==> src/rtl/excSelPkg.sv <==
`timescale 1ns/1ps
package excSelPkg;
  localparam int VEC_W    = 16;
  localparam int CODE_W   = $clog2(VEC_W);
  localparam int NUM_RANK = 14;

  // implemented causes: 0-9, 11, 12, 13, 15
  localparam logic [VEC_W-1:0] IMPL_MASK  = 16'hBBFF;
  // front-end causes: 0, 1, 2, 12
  localparam logic [VEC_W-1:0] FRONT_MASK = 16'h1007;

  typedef enum logic [1:0] {
    SEL_FRONT = 2'd0,
    SEL_ALL   = 2'd1,
    SEL_EXT   = 2'd2,
    SEL_NONE  = 2'd3
  } selMode_e;

  // strobes from mask control to the priority datapath
  typedef struct packed {
    logic [VEC_W-1:0] passMask;
    logic             anyOpen;
  } ctrlStrb_t;

  // rank 0 is the most urgent cause
  function automatic logic [CODE_W-1:0] rankCause(input int rank);
    case (rank)
      0:  rankCause = CODE_W'(3);
      1:  rankCause = CODE_W'(12);
      2:  rankCause = CODE_W'(1);
      3:  rankCause = CODE_W'(2);
      4:  rankCause = CODE_W'(0);
      5:  rankCause = CODE_W'(11);
      6:  rankCause = CODE_W'(9);
      7:  rankCause = CODE_W'(8);
      8:  rankCause = CODE_W'(6);
      9:  rankCause = CODE_W'(4);
      10: rankCause = CODE_W'(15);
      11: rankCause = CODE_W'(13);
      12: rankCause = CODE_W'(7);
      default: rankCause = CODE_W'(5);
    endcase
  endfunction
endpackage

==> src/rtl/excMaskCtrl.sv <==
`timescale 1ns/1ps
module excMaskCtrl
  import excSelPkg::*;
#(
  parameter int VEC_W_P = VEC_W
) (
  input  logic [VEC_W_P-1:0] srcMask,
  input  logic [1:0]         maskMode,
  output ctrlStrb_t          ctrlStrb
);
  logic [VEC_W_P-1:0] modeMask;

  always_comb begin
    case (selMode_e'(maskMode))
      SEL_FRONT: modeMask = FRONT_MASK;
      SEL_ALL:   modeMask = IMPL_MASK;
      SEL_EXT:   modeMask = srcMask;
      default:   modeMask = '0;
    endcase
  end

  // unimplemented causes are dropped in every mode
  assign ctrlStrb.passMask = modeMask & IMPL_MASK;
  assign ctrlStrb.anyOpen  = |ctrlStrb.passMask;
endmodule

==> src/rtl/excPrioPath.sv <==
`timescale 1ns/1ps
module excPrioPath
  import excSelPkg::*;
#(
  parameter int VEC_W_P  = VEC_W,
  parameter int NUM_RANK_P = NUM_RANK,
  localparam int CODE_W_L = $clog2(VEC_W_P)
) (
  input  logic [VEC_W_P-1:0]  excVec,
  input  ctrlStrb_t           ctrlStrb,
  output logic                causeValid,
  output logic [CODE_W_L-1:0] causeCode
);
  logic [VEC_W_P-1:0]    survivors;
  logic [NUM_RANK_P-1:0] rankHit;

  assign survivors = excVec & ctrlStrb.passMask;

  // one hit line per priority rank
  for (genvar r = 0; r < NUM_RANK_P; r++) begin : gRank
    assign rankHit[r] = survivors[rankCause(r)];
  end

  always_comb begin
    causeCode = '0;
    // walk from least to most urgent so the most urgent overrides
    for (int r = NUM_RANK_P - 1; r >= 0; r--) begin
      if (rankHit[r]) causeCode = CODE_W_L'(rankCause(r));
    end
  end

  assign causeValid = ctrlStrb.anyOpen & (|rankHit);
endmodule

==> src/rtl/exc_cause_pick.sv <==
`timescale 1ns/1ps
module exc_cause_pick
  import excSelPkg::*;
(
  input  logic [15:0] excVec,
  input  logic [15:0] srcMask,
  input  logic [1:0]  maskMode,
  output logic        causeValid,
  output logic [3:0]  causeCode
);
  ctrlStrb_t ctrlStrb;

  excMaskCtrl #(.VEC_W_P(VEC_W)) uCtrl (
    .srcMask  (srcMask),
    .maskMode (maskMode),
    .ctrlStrb (ctrlStrb)
  );

  excPrioPath #(.VEC_W_P(VEC_W), .NUM_RANK_P(NUM_RANK)) uPath (
    .excVec     (excVec),
    .ctrlStrb   (ctrlStrb),
    .causeValid (causeValid),
    .causeCode  (causeCode)
  );
endmodule

==> config.mk <==
export PLATFORM = sky130hd
export DESIGN_NAME = exc_cause_pick
export DESIGN_NICKNAME = d
export VERILOG_FILES = /design/src/rtl/excSelPkg.sv /design/src/rtl/excMaskCtrl.sv /design/src/rtl/excPrioPath.sv /design/src/rtl/exc_cause_pick.sv
export SDC_FILE = /design/constraint.sdc
export NUM_CORES = 1
export LEC_CHECK = 0
export BUFFER_PORTS_ARGS = -buffer_cell sky130_fd_sc_hd__buf_2
export CORE_AREA = 10 10 47 49
export DETAILED_ROUTE_END_ITERATION = 10
export DIE_AREA = 0 0 57 59
export MAX_ROUTING_LAYER = met4
export PLACE_DENSITY = 0.73
export SLEW_MARGIN = 40
export SYNTH_ARGS = -nofsm -noshare
export SYNTH_HDL_FRONTEND = slang
export SYNTH_SLANG_ARGS = --single-unit
==> constraint.sdc <==
create_clock -name vclk -period 1.8
set_input_delay 0.09 -clock vclk [all_inputs]
set_output_delay 0.09 -clock vclk [all_outputs]
set_load 0.05 [all_outputs]
==> metrics.md <==
| Metric | Value |
|---|---|
| CP Launch Type | `input pin` |
| Pre-CTS WS | `approximately 0.15 ns` |
| Area of the multi-input gates | `about 420 um^2` |
| Synth Instances | `slightly above 70` |
| Initial antenna violation count | `0` |
| Share of cells above drive strength 1 | `45.2%` |
| Sequential cell count | `0` |
| Max Fclk | `~630 MHz` |
| # nets final | `140` |
| Max Cap Viol | `0` |
| DR DRC count | `0` |
| PortBufs | `35` |
| WP data arrival | `roughly 1.5 ns` |
| TritonRoute pass-1 iters | `4` |
| Max-slew violations | `0` |
| Placer Congestion | `between 0.7 and 0.8` |
| Fin Setup TNS | `0 ns` |
| Post-Route WL | `1.55 mm` |
| Rows | `14` |
| All-layer global routing usage | `under 10%` |
| Final instance area | `roughly 640 um^2` |
| Final Setup Violations | `0` |
| Die ar. | `between 3000 and 4000 um^2` |
| Layout area overhead | `39.9%` |
| WP data required | `approximately 1.7 ns` |
| FF/Latch Area | `0 um^2` |
| Width of the die | `57 um` |
| # fillers | `160` |
| First-pass GRT wire length | `around 2.6 mm` |
| Slew headroom | `70.4%` |
| Leakage power | `about 0.33 nW` |
| Slew @ Worst Pin | `about 0.44 ns` |
| Comb power frac | `100.0%` |
| Largest net degree at the start of global routing | `12` |
| HP Class | `in -> out` |
| Grt total ovfl | `0` |
| Crit path capture type | `output pin` |
| Area of placed instances | `between 600 and 700 um^2` |
| Seq/Total Area, Yosys | `0%` |
| Status | `completed` |
| Cell Area, Synth | `approximately 460 um^2` |
| Hpwl dp | `1.37 mm` |
| Final Util | `45.7%` |
| Sequential Power Share | `0%` |
| CORE AREA | `approximately 1400 um^2` |
| Warnings, synthesis | `0` |
| Min cycle time layout | `1.59 ns` |
| Clk pwr share | `0%` |
| Crit share post-route | `between 80% and 90%` |
| Post-DRT Antenna Nets | `0` |
| Crit Path Category | `in -> out` |
| # clk buffers | `0` |
| Power Internal | `about 85 uW` |
| Synthesized area per cell | `~6.4 um^2` |
| Die height | `~59 um` |
| Critical-path maximum fanout | `8` |
| Vias in the first global route | `653` |
| PwrDens | `335 nW/um^2` |
| # IOs | `39` |
| Overall power | `between 200 and 250 uW` |
| Initial drt markers | `23` |
| Fin. Hold Viols | `0` |
| RSZ-0062 raised after global routing | `no` |
| Net Sw Frac | `between 60% and 70%` |
| Hold buffer count at CTS | `0` |
| Netlist cell types | `32` |
| Max VDD drop | `between 150 and 200 uV` |
| Vias per std cell | `roughly 5.5` |
| NetSw | `between 100 and 150 uW` |
| Initial Utilization | `32.7%` |
| # diodes | `0` |
| Post-Syn Nets | `105` |
| Final worst slack | `about 0.21 ns` |
| Routed len/inst | `about 13 um` |
| DR vias | `around 670` |
-- cells in the mapped netlist, types with 2 or more instances --
cell | count | area (um^2)
o22ai_1 | 4 | 25.0
a22oi_1 | 6 | 45.0
a21oi_1 | 3 | 15.0
a31oi_1 | 3 | 18.8
nand2_1 | 8 | 30.0
nor2_1 | 10 | 37.5
nand2b_1 | 3 | 18.8
inv_1 | 4 | 15.0
o21ai_0 | 4 | 20.0
buf_6 | 2 | 22.5
a21o_1 | 2 | 15.0
nor2b_1 | 2 | 12.5
-- critical path: stages --
cell	delay, ns
buf_2	0.09
buf_4	0.15
nor2b_2	0.20
a21o_1	0.17
and2_1	0.22
nor2_1	0.08
a311oi_2	0.19
buf_2	0.30
-- routing by layer --
layer  global-route usage, %  vias up  part of all wire [%]  wire length, um
met1                    10.3      302                    47              729
met4                       0        0                     0                0
li1                        -      340                     -                -
met2                    16.7       23                    50              780
met5                       -        -                     0                0
met3                   0.215        0                   2.6               41
-- area by class of cell --
class	count	area share [%]
multi-input cells	64	66.0
inverters	4	2.34
well taps	16	3.13
repair buffers	36	28.5
-- power groups by stage --
stage	combinational [mW]	clock, mW	sequential [mW]
detailed placement	0.214	0	0
floorplan	0.150	0	0
finish	0.215	0	0
global route	0.235	0	0
CTS	0.215	0	0
global placement	0.212	0	0
-- cell usage in the layout, fill, tap and decap left out --
cell type and count:
a311oi_2 1, a31o_2 1, nand2b_4 1, o21ai_0 4, a31oi_1 3, o211a_1 1, nor2_1 10, and3b_2 1
o22ai_4 1, nand3_1 1, nor2b_1 2, buf_4 1, nand2b_1 2, a21o_1 2, a32oi_1 1, and2b_2 1
and3_2 1, inv_1 4, nand3b_1 1, nand2_1 8, a22oi_1 6, a211oi_2 1, and2_1 1, o22a_2 1
nand4_1 1, buf_2 35, o221ai_1 1, nand2b_2 1, a21boi_0 1, a21boi_1 1, nor2b_2 1, o22ai_1 4
a21oi_1 3
-- cell families (layout without fill, tap and decap cells) --
| group | count (synthesis) | count (layout) | synth area share [%] |
|---|---|---|---|
| AND/OR/NAND/NOR | 32 | 32 | 37.7 |
| AO/OA/AOI/OAI | 32 | 32 | 53.0 |
| buffers and inverters | 7 | 40 | 9.29 |
-- final timing paths --
check	from	endpoint	slack, ns	depth (start not counted)
setup / recovery	maskMode[1]	causeCode[0]	0.21	8
hold / removal	excVec[2]	causeCode[1]	0.68	4
-- what timing repair did --
item | 4_1_cts | 5_1_grt
setup endpoints to repair | 0 | 1
setup buffers | 0 | 0
resized for setup | 0 | 1
-- stage by stage --
| step | cells | hold WS, ns |
|---|---|---|
| floorplan | 71 | 0.488 |
| global placement | 120 | 0.687 |
| detailed placement | 120 | 0.689 |
| CTS | 120 | 0.690 |
| global route | 120 | 0.739 |
| finish | 120 | 0.684 |
Power figures use the tool's default switching activity.
